### src/rtl/cell_rx_pkg.sv
package cell_rx_pkg;

  typedef enum logic [2:0] {
    ST_IDLE,
    ST_RECV,
    ST_LOOK,
    ST_DECIDE,
    ST_SEND
  } rx_state_e;

  localparam logic [7:0] HEC_COSET = 8'h55;
  localparam logic [7:0] HEC_POLY  = 8'h07;

  // One byte step of the header CRC, most significant bit first.
  function automatic logic [7:0] crc8_step(input logic [7:0] crc_in, input logic [7:0] d);
    logic [7:0] c;
    c = crc_in ^ d;
    for (int b = 0; b < 8; b++) begin
      c = c[7] ? ((c << 1) ^ HEC_POLY) : (c << 1);
    end
    return c;
  endfunction

endpackage

### src/rtl/cell_rx_hec.sv
module cell_rx_hec import cell_rx_pkg::*; (
  input  logic       clk,
  input  logic       rst,
  input  logic       clr,
  input  logic       en,
  input  logic [7:0] din,
  output logic [7:0] crc
);

  always_ff @(posedge clk) begin
    if (rst || clr) begin
      crc <= '0;
    end else if (en) begin
      crc <= crc8_step(crc, din);
    end
  end

endmodule

### src/rtl/cell_rx_cam.sv
module cell_rx_cam #(
  parameter int ENTRIES = 16,
  parameter int KEY_W   = 24,
  parameter int CH_W    = 8,
  localparam int IDX_W  = $clog2(ENTRIES)
) (
  input  logic             clk,
  input  logic             rst,
  input  logic             wr_en,
  input  logic [IDX_W-1:0] wr_idx,
  input  logic             wr_valid,
  input  logic [KEY_W-1:0] wr_key,
  input  logic [CH_W-1:0]  wr_chan,
  input  logic [KEY_W-1:0] lk_key,
  output logic             lk_hit,
  output logic [CH_W-1:0]  lk_chan
);

  logic             ent_v    [ENTRIES];
  logic [KEY_W-1:0] ent_key  [ENTRIES];
  logic [CH_W-1:0]  ent_chan [ENTRIES];
  logic [ENTRIES-1:0] match;

  always_ff @(posedge clk) begin
    if (rst) begin
      for (int i = 0; i < ENTRIES; i++) ent_v[i] <= 1'b0;
    end else if (wr_en) begin
      ent_v[wr_idx] <= wr_valid;
    end
  end

  always_ff @(posedge clk) begin
    if (wr_en) begin
      ent_key[wr_idx]  <= wr_key;
      ent_chan[wr_idx] <= wr_chan;
    end
  end

  for (genvar g = 0; g < ENTRIES; g++) begin : g_cmp
    assign match[g] = ent_v[g] && (ent_key[g] == lk_key);
  end

  // Scan from the top so the lowest matching index is the last to write.
  always_comb begin
    lk_hit  = 1'b0;
    lk_chan = '0;
    for (int i = ENTRIES - 1; i >= 0; i--) begin
      if (match[i]) begin
        lk_hit  = 1'b1;
        lk_chan = ent_chan[i];
      end
    end
  end

endmodule

### src/rtl/cell_rx_buf.sv
module cell_rx_buf #(
  parameter int DEPTH = 48,
  parameter int W     = 8,
  localparam int AW   = $clog2(DEPTH)
) (
  input  logic          clk,
  input  logic          we,
  input  logic [AW-1:0] waddr,
  input  logic [W-1:0]  wdata,
  input  logic [AW-1:0] raddr,
  output logic [W-1:0]  rdata
);

  logic [W-1:0] mem [DEPTH];

  always_ff @(posedge clk) begin
    if (we) mem[waddr] <= wdata;
    rdata <= mem[raddr];
  end

endmodule

### src/rtl/cell_rx_top.sv
module cell_rx_top import cell_rx_pkg::*; #(
  parameter int PAY_BYTES = 48,
  parameter int MAX_EXTRA = 12,
  parameter int TBL_N     = 16,
  parameter int CH_W      = 8,
  localparam int KEY_W    = 24,
  localparam int IDX_W    = $clog2(TBL_N),
  localparam int XW       = $clog2(MAX_EXTRA + 1)
) (
  input  logic             clk,
  input  logic             rst,
  input  logic             cfg_hec_en,
  input  logic             cfg_udc_en,
  input  logic [XW-1:0]    cfg_udc_len,
  input  logic             cfg_udc_hec,
  input  logic             tbl_wr_en,
  input  logic [IDX_W-1:0] tbl_wr_idx,
  input  logic             tbl_wr_valid,
  input  logic [KEY_W-1:0] tbl_wr_key,
  input  logic [CH_W-1:0]  tbl_wr_chan,
  input  logic             phy_clav,
  input  logic             phy_soc,
  input  logic [7:0]       phy_data,
  output logic             rx_enb,
  output logic             res_valid,
  output logic             res_hec_err,
  output logic             res_miss,
  output logic             res_soc_err,
  output logic [CH_W-1:0]  out_chan,
  output logic             out_valid,
  output logic             out_sop,
  output logic             out_eop,
  output logic [7:0]       out_data
);

  localparam int HDR_BYTES = 4;
  localparam int MAX_CELL  = MAX_EXTRA + HDR_BYTES + 1 + PAY_BYTES;
  localparam int CNT_W     = $clog2(MAX_CELL + 1);
  localparam int AW        = $clog2(PAY_BYTES);
  localparam logic [AW-1:0] LAST_PAY = AW'(PAY_BYTES - 1);

  rx_state_e state;

  // Cell geometry derived from the configuration, latched at cell start.
  logic [XW-1:0]    extra_n;
  logic             n_hec_pres;
  logic [CNT_W-1:0] n_hdr_start, n_pay_start, n_last;

  logic             lat_hec_pres, lat_hec_chk;
  logic [CNT_W-1:0] hdr_start, pay_start, last_idx;

  logic [CNT_W-1:0] byte_cnt;
  logic [CNT_W-1:0] hec_idx;
  logic             take, in_hdr, is_hec, in_pay;

  logic [KEY_W-1:0] key_q;
  logic [7:0]       hec_rx;
  logic [7:0]       hec_crc;
  logic             soc_bad;

  logic             cam_hit;
  logic [CH_W-1:0]  cam_chan;
  logic             hit_q, hec_bad_q;
  logic [CH_W-1:0]  chan_q;

  logic [AW-1:0]    wptr, rd_addr;

  always_comb begin
    if (cfg_udc_len == '0)                   extra_n = XW'(1);
    else if (cfg_udc_len > XW'(MAX_EXTRA))   extra_n = XW'(MAX_EXTRA);
    else                                     extra_n = cfg_udc_len;
    n_hec_pres  = !cfg_udc_en || cfg_udc_hec;
    n_hdr_start = cfg_udc_en ? CNT_W'(extra_n) : '0;
    n_pay_start = n_hdr_start + CNT_W'(HDR_BYTES) + CNT_W'(n_hec_pres);
    n_last      = n_pay_start + CNT_W'(PAY_BYTES - 1);
  end

  always_comb begin
    hec_idx = hdr_start + CNT_W'(HDR_BYTES);
    take    = (state == ST_RECV) && rx_enb;
    in_hdr  = take && (byte_cnt >= hdr_start) && (byte_cnt < hec_idx);
    is_hec  = take && lat_hec_pres && (byte_cnt == hec_idx);
    in_pay  = take && (byte_cnt >= pay_start);
  end

  // VPI/VCI is taken from the middle 24 bits of the 4 header bytes.
  always_ff @(posedge clk) begin
    if (take) begin
      if (byte_cnt == hdr_start)                 key_q[23:20] <= phy_data[3:0];
      if (byte_cnt == hdr_start + CNT_W'(1))     key_q[19:12] <= phy_data;
      if (byte_cnt == hdr_start + CNT_W'(2))     key_q[11:4]  <= phy_data;
      if (byte_cnt == hdr_start + CNT_W'(3))     key_q[3:0]   <= phy_data[7:4];
      if (is_hec)                                hec_rx       <= phy_data;
    end
  end

  cell_rx_hec u_hec (
    .clk (clk),
    .rst (rst),
    .clr (state == ST_IDLE),
    .en  (in_hdr),
    .din (phy_data),
    .crc (hec_crc)
  );

  cell_rx_cam #(
    .ENTRIES (TBL_N),
    .KEY_W   (KEY_W),
    .CH_W    (CH_W)
  ) u_cam (
    .clk      (clk),
    .rst      (rst),
    .wr_en    (tbl_wr_en),
    .wr_idx   (tbl_wr_idx),
    .wr_valid (tbl_wr_valid),
    .wr_key   (tbl_wr_key),
    .wr_chan  (tbl_wr_chan),
    .lk_key   (key_q),
    .lk_hit   (cam_hit),
    .lk_chan  (cam_chan)
  );

  cell_rx_buf #(
    .DEPTH (PAY_BYTES),
    .W     (8)
  ) u_buf (
    .clk   (clk),
    .we    (in_pay),
    .waddr (wptr),
    .wdata (phy_data),
    .raddr (rd_addr),
    .rdata (out_data)
  );

  always_ff @(posedge clk) begin
    if (rst) begin
      state        <= ST_IDLE;
      rx_enb       <= 1'b0;
      byte_cnt     <= '0;
      wptr         <= '0;
      rd_addr      <= '0;
      soc_bad      <= 1'b0;
      lat_hec_pres <= 1'b1;
      lat_hec_chk  <= 1'b0;
      hdr_start    <= '0;
      pay_start    <= '0;
      last_idx     <= '0;
      hit_q        <= 1'b0;
      hec_bad_q    <= 1'b0;
      chan_q       <= '0;
      res_valid    <= 1'b0;
      res_hec_err  <= 1'b0;
      res_miss     <= 1'b0;
      res_soc_err  <= 1'b0;
      out_chan     <= '0;
      out_valid    <= 1'b0;
      out_sop      <= 1'b0;
      out_eop      <= 1'b0;
    end else begin
      res_valid <= 1'b0;
      out_valid <= 1'b0;
      out_sop   <= 1'b0;
      out_eop   <= 1'b0;
      case (state)
        ST_IDLE: begin
          byte_cnt <= '0;
          wptr     <= '0;
          soc_bad  <= 1'b0;
          if (phy_clav) begin
            lat_hec_pres <= n_hec_pres;
            lat_hec_chk  <= cfg_hec_en && n_hec_pres;
            hdr_start    <= n_hdr_start;
            pay_start    <= n_pay_start;
            last_idx     <= n_last;
            rx_enb       <= 1'b1;
            state        <= ST_RECV;
          end
        end
        ST_RECV: begin
          if (rx_enb) begin
            if (byte_cnt == '0 && !phy_soc) soc_bad <= 1'b1;
            if (in_pay) wptr <= wptr + AW'(1);
            if (byte_cnt == last_idx) begin
              rx_enb <= 1'b0;
              state  <= ST_LOOK;
            end
            byte_cnt <= byte_cnt + CNT_W'(1);
          end
        end
        ST_LOOK: begin
          hit_q     <= cam_hit;
          chan_q    <= cam_chan;
          hec_bad_q <= lat_hec_chk && ((hec_crc ^ HEC_COSET) != hec_rx);
          state     <= ST_DECIDE;
        end
        ST_DECIDE: begin
          res_valid   <= 1'b1;
          res_miss    <= !hit_q;
          res_hec_err <= hec_bad_q;
          res_soc_err <= soc_bad;
          out_chan    <= chan_q;
          rd_addr     <= '0;
          state       <= (hit_q && !hec_bad_q && !soc_bad) ? ST_SEND : ST_IDLE;
        end
        ST_SEND: begin
          out_valid <= 1'b1;
          out_sop   <= (rd_addr == '0);
          out_eop   <= (rd_addr == LAST_PAY);
          rd_addr   <= rd_addr + AW'(1);
          if (rd_addr == LAST_PAY) state <= ST_IDLE;
        end
        default: state <= ST_IDLE;
      endcase
    end
  end

endmodule

### config.mk
export PLATFORM = sky130hd
export DESIGN_NAME = cell_rx_top
export DESIGN_NICKNAME = d
export VERILOG_FILES = /design/src/rtl/cell_rx_pkg.sv /design/src/rtl/cell_rx_hec.sv /design/src/rtl/cell_rx_cam.sv /design/src/rtl/cell_rx_buf.sv /design/src/rtl/cell_rx_top.sv
export SDC_FILE = /design/constraint.sdc
export NUM_CORES = 1
export LEC_CHECK = 0
export BUFFER_PORTS_ARGS = -buffer_cell sky130_fd_sc_hd__clkbuf_2
export CORE_MARGIN = 1
export CORE_UTILIZATION = 55
export DETAILED_ROUTE_END_ITERATION = 8
export PLACE_DENSITY = 0.83
export SLEW_MARGIN = 20
export SYNTH_ARGS = -nofsm -noshare
export SYNTH_HDL_FRONTEND = slang
export SYNTH_SLANG_ARGS = --single-unit
### constraint.sdc
create_clock -name clk -period 3.1 [get_ports clk]
set_input_delay 0.62 -clock clk [delete_from_list [all_inputs] [get_ports clk]]
set_output_delay 0.62 -clock clk [all_outputs]
set_load 0.1 [all_outputs]
[Word level (Yosys, flattened, before mapping)]
Memory sizes are Yosys's and may differ from the RTL's. A register that Yosys moved wholly into a read port is not among the register bits.
Index checks and enable logic that the tools add are counted.
Storage, ports and cells
  ROM bits: 0
  memory bits (writable): 912
  memories: 4
  output and inout port bits: 24
  flip-flop bits (word level): 112
  latch bits: 0
  logic and storage cells: 219
  bits of input ports: 57
Cells by class
  bitwise gates (word level): 11
  divide/modulo/power cells: 0
  equality and inequality tests: 34
  $lt $le $gt $ge: 4
  multipliers: 0
  shifts and indexed selects: 0
  multiplexer cells: 75
  $add $sub $neg: 10
  reduce and logical (&&, ||, !) cells: 53
Memories
  u_buf.mem: depth 48, width 8, read ports 1, clocked after Yosys merged registers in 1, wr ports 1, RTL line cell_rx_buf.sv:14  | logic [W-1:0] mem [DEPTH];
  u_cam.ent_key: depth 16, width 24, read ports 16, clocked after Yosys merged registers in 0, wr ports 1, RTL line cell_rx_cam.sv:20  | logic [KEY_W-1:0] ent_key [ENTRIES];
  u_cam.ent_chan: depth 16, width 8, read ports 16, clocked after Yosys merged registers in 0, wr ports 1, RTL line cell_rx_cam.sv:21  | logic [CH_W-1:0] ent_chan [ENTRIES];
  u_cam.ent_v: depth 16, width 1, read ports 16, clocked after Yosys merged registers in 0, wr ports 16, RTL line cell_rx_cam.sv:19  | logic ent_v [ENTRIES];
Operator list (count)
  $eq A24 B24 Y1: 16
  $mux W8: 16
  $eq A7 B7 Y1: 6
  $mux W3: 13
  $mux W1: 33
  $logic_and A1 B1 Y1: 27
  $not A3 Y3: 8
  $pmux W6 S2: 2
  $mux W4: 4
  $reduce_and A2 Y1: 8
  $pmux W3 S5: 1
  $add A7 B1 Y7 const B: 2
  $add A7 B2 Y7 const B: 2
  $ge A7 B7 Y1: 2
  $pmux W7 S2: 1
  $add A6 B1 Y6 const B: 2
  $mux W6: 2
  $ne A2 B2 Y1 const B: 4
  $ne A8 B8 Y1: 1
  $xor A8 B8 Y8: 1
  $add A6 B6 Y7 const B: 1
  $add A7 B3 Y7 const B: 1
  $logic_not A7 Y1: 1
  $lt A7 B7 Y1: 1
  other kinds (22): 32

[Longest topological paths before layout]
An unclocked memory read counts as a cell.
  word-level depth: 19
  depth in mapped cells: 12
  mapped depth without buffers: 10

[By module]
A second synthesis with hierarchy kept.
Second synthesis, totals
  cell total of the unflattened synthesis: 2734
  area, all modules: 42833.6 um^2
By module, submodules not included
  cell_rx_cam: sequential area each 15855.2 um^2, instances 1, area an instance 22376.5 um^2, cells each 1419
  cell_rx_buf: sequential area each 11691.2 um^2, instances 1, area an instance 15349.7 um^2, cells each 793
  cell_rx_top: sequential area each 2302.2 um^2, instances 1, area an instance 4490.6 um^2, cells each 466
  cell_rx_hec: sequential area each 160.2 um^2, instances 1, area an instance 616.8 um^2, cells each 56

[Worst setup path after synthesis]
No wires, ideal clock.
  path type: input to register
  start point: in tbl_wr_idx[3]
  end point: mem u_cam.ent_v[1], enable pin
  data arrival time: 2907 ps
  path slack: -103 ps
  required time: 2804 ps
  path buffers: 1
  cell stages on the path: 4
  setup time: 296 ps
  cell sequence: or3b_2 > clkbuf_1 > nor2_1 > or2_2
RTL lines
  start, declared: RTL line cell_rx_top.sv:17  | input logic [IDX_W-1:0] tbl_wr_idx,
  end, declared: RTL line cell_rx_cam.sv:19

[Worst setup path after layout]
  start point: reg key_q[5]
  end point: reg hit_q
Between the ends
  longest elaborated chain between the ends: 18
  elaborated cells on any way between the ends: 48
  classes of those cells: eq/ne (16); mux (16); reduce/logical (16)
Ends and longest elaborated chain
  start, declared: RTL line cell_rx_top.sv:56  | logic [KEY_W-1:0] key_q;
  start signal, assigned: RTL line cell_rx_top.sv:91  | if (byte_cnt == hdr_start + CNT_W'(2)) key_q[11:4] <= phy_data;
  $eq A24 B24 Y1: RTL line cell_rx_cam.sv:40  | assign match[g] = ent_v[g] && (ent_key[g] == lk_key);
  $logic_and A1 B1 Y1: RTL line cell_rx_cam.sv:40
  $mux W1 (15 in a row): RTL line cell_rx_cam.sv:48  | if (match[i]) begin
  $mux W1 (*): RTL line cell_rx_cam.sv:48
  end signal, assigned: RTL line cell_rx_top.sv:191  | hit_q <= cam_hit;
  end, declared: RTL line cell_rx_top.sv:63  | logic hit_q, hec_bad_q;
Mark *: on every way between the ends. The rest lies on a longest branch, timed or not.
A chain may end at the register's enable or synchronous reset.

==> results.txt <==
----------------------------------------------------
[Clock network]
  Clock sink count ... 1027
  Largest buffer count on any clock path ... 3
  # H-tree levels ... 3
  Number of buffers created by CTS ... 100
  Clock tree from TritonCTS ... yes
  Clock latency of the later-clocked register in the worst-skew pair ... 0.69 ns
  Root Driver ... sky130_fd_sc_hd__clkbuf_16
  Clock-pin transition on the worst setup and hold timing paths ... about 0.060 ns

[Die]
  I/O Pins ... 81
  Die width ... 279 um
  Floorplan row count ... 101
  Floorplan die height ... ~280 um
  Initial Utilization ... 55.5%
  Total core area ... around 76000 um2
  Die Area ... ~78000 um2

[STA]
  Fin. max-slew vios ... 0
  Achievable Freq ... 0.327 GHz
  Count of endpoints failing setup in the final report ... 0
  Setup_tns ... 0 ns
  Worst-case clock skew ... 0.0509 ns
  Count of endpoints failing hold in the final timing report ... 0
  Ratio of final minimum period to clock period ... between 90% and 100%
  Post-route minimum period ... 3.06 ns
  Setup repair after global routing missed its margin ... true
  Worst Max-Slew Pin Slew ... just under 0.9 ns
  Max-slew headroom ... 41.2%

[Layout]
  Area added between synthesis and finish ... 16.1%
  Fill count ... 4883
  Commonest non-fill, non-tap cells in the layout ... sky130_fd_sc_hd__edfxtp_1, sky130_fd_sc_hd__xnor2_1, sky130_fd_sc_hd__buf_4
  Non-filler cells in the finished layout ... 3969
  Most frequent standard cell in the layout excluding fill and tap cells ... sky130_fd_sc_hd__edfxtp_1
  Summed area of non-filler cells in the final layout ... 48900 um2
  N_diodes ... 0
  Total number of nets in the final design ... 2939
  Ratio of cells with drive above 1 in the final layout ... 21.6%

[Pwr]
  Static Leakage ... 15.8 nW
  Maximum VDD drop ... 0.000594 V
  P per Cell Area ... just under 600 nW/um2
  Total power consumption of the routed design ... 0.0289 W

[Critical path]
  Required @ worst endpoint ... 3.65 ns
  Slowest cell on the critical path ... sky130_fd_sc_hd__or4_1
  Critical path endpoint category ... register
  Crit path max-delay family ... simple AND/OR/NAND/NOR gates
  Max incr delay on CP ... 0.62 ns
  Maximum net fanout on the critical path ... 8
  Element type at the critical path start ... register
  Kind of critical path ... reg2reg
  Most frequent cell on the critical path ... sky130_fd_sc_hd__buf_4
  Data arrival at the endpoint of the critical path ... around 3.6 ns
  Cells along the critical path ... buf_6, buf_4, xnor2_1, nand4_1, or4_1, nor4_2, buf_4, nor3_1, inv_1, nor4_1, a211oi_1
  Crit path buf inv count ... 4

[Flow run]
  Max-capacitance violation count ... 0

[Logic synthesis]
  Top-area cell type share of the netlist area ... 67.2%
  #FFs+latches synth ... ~1000
  Number of enable-type register cells in the synthesized netlist ... about 940
  Distinct cells, synth ... 69
  Ranking of synthesized cells by area ... sky130_fd_sc_hd__edfxtp_1, sky130_fd_sc_hd__xnor2_1, sky130_fd_sc_hd__mux4_2, sky130_fd_sc_hd__dfxtp_1, sky130_fd_sc_hd__xor2_1
  Most common flop cell mapped by yosys ... sky130_fd_sc_hd__edfxtp_1
  Async set or reset register ratio after synthesis ... 0%
  Syn Nets ... 2684
  Netlist area before placement ... 42200 um2
  Count of yosys warnings during synthesis ... 0
  Average instance area after synthesis ... 16.2 um2
  Post-synthesis cell count ... 2602
  Proportion of synthesized chip area in sequential cells ... ~70%
  Library cell occupying the most area in the post-synthesis netlist ... sky130_fd_sc_hd__edfxtp_1

[GRT]
  Overall overflow remaining after global route ... 0
  Largest net degree at the start of global routing ... 54
  Number of antenna violations at the first check in global routing ... 2
  Wire length of the first global-routing pass ... 163000 um
  Via count of the first global-routing pass ... between 20000 and 25000
  Combined global-route utilization of all metal layers ... 28.9%

[Routing]
  Pre-antenna DRT Iters ... 5
  Starting DRC count in detailed routing ... between 3000 and 4000
  Mean number of vias per cell ... 6.30
  Wire length per cell after detailed routing ... 28.2 um
  Met2 wire len ... between 50000 and 60000 um
  Wire length the detailed router placed on met1 ... 40100 um
  Wire length on met3 ... 12100 um
  DR DRC count ... 0
  Highest metal layer used by the detailed router ... met5
  Residual antenna-violating net count after detailed routing ... 0
  Total number of vias ... 24989
  Total length of routed wires ... 112000 um

[Place]
  DP Area ... between 40000 and 50000 um2
  Count of port buffers added during placement ... 80
  Detail Placement HPWL ... 68900 um
  Placer congestion estimate ... a little over 0.9
  Instance count after placement with tap cells included ... 3778

[Worst hold path]
  Class of the worst hold path ... in2reg

[Status]
  Status ... completed

----------------------------------------------------
## per-layer routing
metal | GRT usage (%) | vias up
met3 | 5.04 | 311
met1 | 37.7 | 12578
met2 | 48.1 | 1737
met4 | 12.2 | 2
li1 | - | 10361
met5 | 0 | -
## worst reg2reg max path, stage by stage, from the launching register on
cell and delay (ns):
sky130_fd_sc_hd__edfxtp_1 0.45, sky130_fd_sc_hd__buf_6 0.19, sky130_fd_sc_hd__buf_4 0.17, sky130_fd_sc_hd__xnor2_1 0.18, sky130_fd_sc_hd__nand4_1 0.11, sky130_fd_sc_hd__or4_1 0.62
sky130_fd_sc_hd__nor4_2 0.35, sky130_fd_sc_hd__buf_4 0.25, sky130_fd_sc_hd__nor3_1 0.18, sky130_fd_sc_hd__inv_1 0.10, sky130_fd_sc_hd__nor4_1 0.06, sky130_fd_sc_hd__a211oi_1 0.29
## sequential cells by signal (all words and copies together) (netlist names), 4 cells and up
name            count
u_hec.crc           8
key_q              24
byte_cnt            7
hdr_start           4
wptr                6
u_buf.rdata         8
rd_addr             6
u_cam.ent_v        16
hec_rx              8
last_idx            7
pay_start           5
u_cam.ent_chan    128
chan_q              8
out_chan            8
u_cam.ent_key     384
u_buf.mem         384
## final cells by class
type	count	area [um2]	share of cell area, %
clock buffers	134	2710	5.54
well taps	1030	1290	2.63
flip-flops and latches	1027	30000	61.3
clock inverters	50	692	1.41
repair buffers	292	2420	4.95
inverters	53	199	0.406
multi-input cells	1383	11600	23.7
## kinds of logic (layout without fill, tap and decap cells)
kind of cell | Yosys count | count (layout) | share of synthesized area (%)
buffers and inverters | 192 | 529 | 2.00
flip-flops | 1027 | 1027 | 71.2
adder cells (fa/ha/maj) | 25 | 25 | 0.742
multiplexers | 132 | 132 | 6.70
XOR/XNOR | 436 | 436 | 9.09
AO/OA/AOI/OAI | 216 | 216 | 3.45
AND/OR/NAND/NOR | 574 | 574 | 6.87
## cells in the mapped netlist, types with 4 or more instances
master and n:
sky130_fd_sc_hd__a2111oi_0 7, sky130_fd_sc_hd__a211oi_1 18, sky130_fd_sc_hd__a21o_1 11, sky130_fd_sc_hd__a21oi_1 67, sky130_fd_sc_hd__a221oi_1 6, sky130_fd_sc_hd__a311oi_1 7, sky130_fd_sc_hd__a31oi_1 7, sky130_fd_sc_hd__and2_1 10
sky130_fd_sc_hd__and3_1 5, sky130_fd_sc_hd__buf_1 13, sky130_fd_sc_hd__buf_2 37, sky130_fd_sc_hd__buf_4 6, sky130_fd_sc_hd__buf_6 7, sky130_fd_sc_hd__clkbuf_1 76, sky130_fd_sc_hd__dfxtp_1 83, sky130_fd_sc_hd__edfxtp_1 944
sky130_fd_sc_hd__ha_1 25, sky130_fd_sc_hd__inv_1 52, sky130_fd_sc_hd__mux2i_1 11, sky130_fd_sc_hd__mux4_2 120, sky130_fd_sc_hd__nand2_1 121, sky130_fd_sc_hd__nand2b_1 14, sky130_fd_sc_hd__nand3_1 32, sky130_fd_sc_hd__nand3b_1 12
sky130_fd_sc_hd__nand4_1 71, sky130_fd_sc_hd__nor2_1 141, sky130_fd_sc_hd__nor3_1 58, sky130_fd_sc_hd__nor3b_1 4, sky130_fd_sc_hd__nor4_1 31, sky130_fd_sc_hd__o2111ai_1 8, sky130_fd_sc_hd__o211a_1 6, sky130_fd_sc_hd__o211ai_1 21
sky130_fd_sc_hd__o21ai_0 23, sky130_fd_sc_hd__o21ai_1 6, sky130_fd_sc_hd__o31a_1 4, sky130_fd_sc_hd__o31ai_1 4, sky130_fd_sc_hd__or2_2 19, sky130_fd_sc_hd__or3_1 22, sky130_fd_sc_hd__or4_1 18, sky130_fd_sc_hd__xnor2_1 314
sky130_fd_sc_hd__xor2_1 120
## metrics by stage
stage / utilization, % / setup WS [ns] / hold slack (ns)
final: 64.4 / 0.0412 / 0.231
after global routing: 64.4 / -0.0304 / 0.230
after CTS: 64.1 / 0.00479 / 0.190
after detailed placement: 59.6 / -0.0777 / 0.453
after global placement: 59.6 / -0.0114 / 0.448
after floorplan: - / -0.103 / 0.427
## path summary, 6_finish.rpt
kind	slack (ns)	start	endpoint	cells past startpoint
setup reg to reg	0.04	key_q[5]$_DFFE_PP_	hit_q$_SDFFE_PP0P_	11
setup / recovery	0.04	key_q[5]$_DFFE_PP_	hit_q$_SDFFE_PP0P_	11
hold reg to reg	0.47	pay_start[1]$_SDFFE_PP0P_	pay_start[1]$_SDFFE_PP0P_	2
hold / removal	0.23	cfg_hec_en	lat_hec_chk$_SDFFE_PP0P_	3
## report_power, final
part           internal [W]  switching (W)  leakage, nW
clock               0.00728        0.00529         1.63
combinational      0.000276       0.000694         4.96
sequential           0.0153       0.000103         9.19
total                0.0229        0.00609         15.8
## what timing repair did
action	4_1_cts	5_1_grt
endpoints found under the setup margin	11	350
hold buffers	0	0
cloned	0	0
pin swaps	1	6
gates resized for setup	10	42
buffers inserted	2	4
Power figures use the tool's default switching activity.
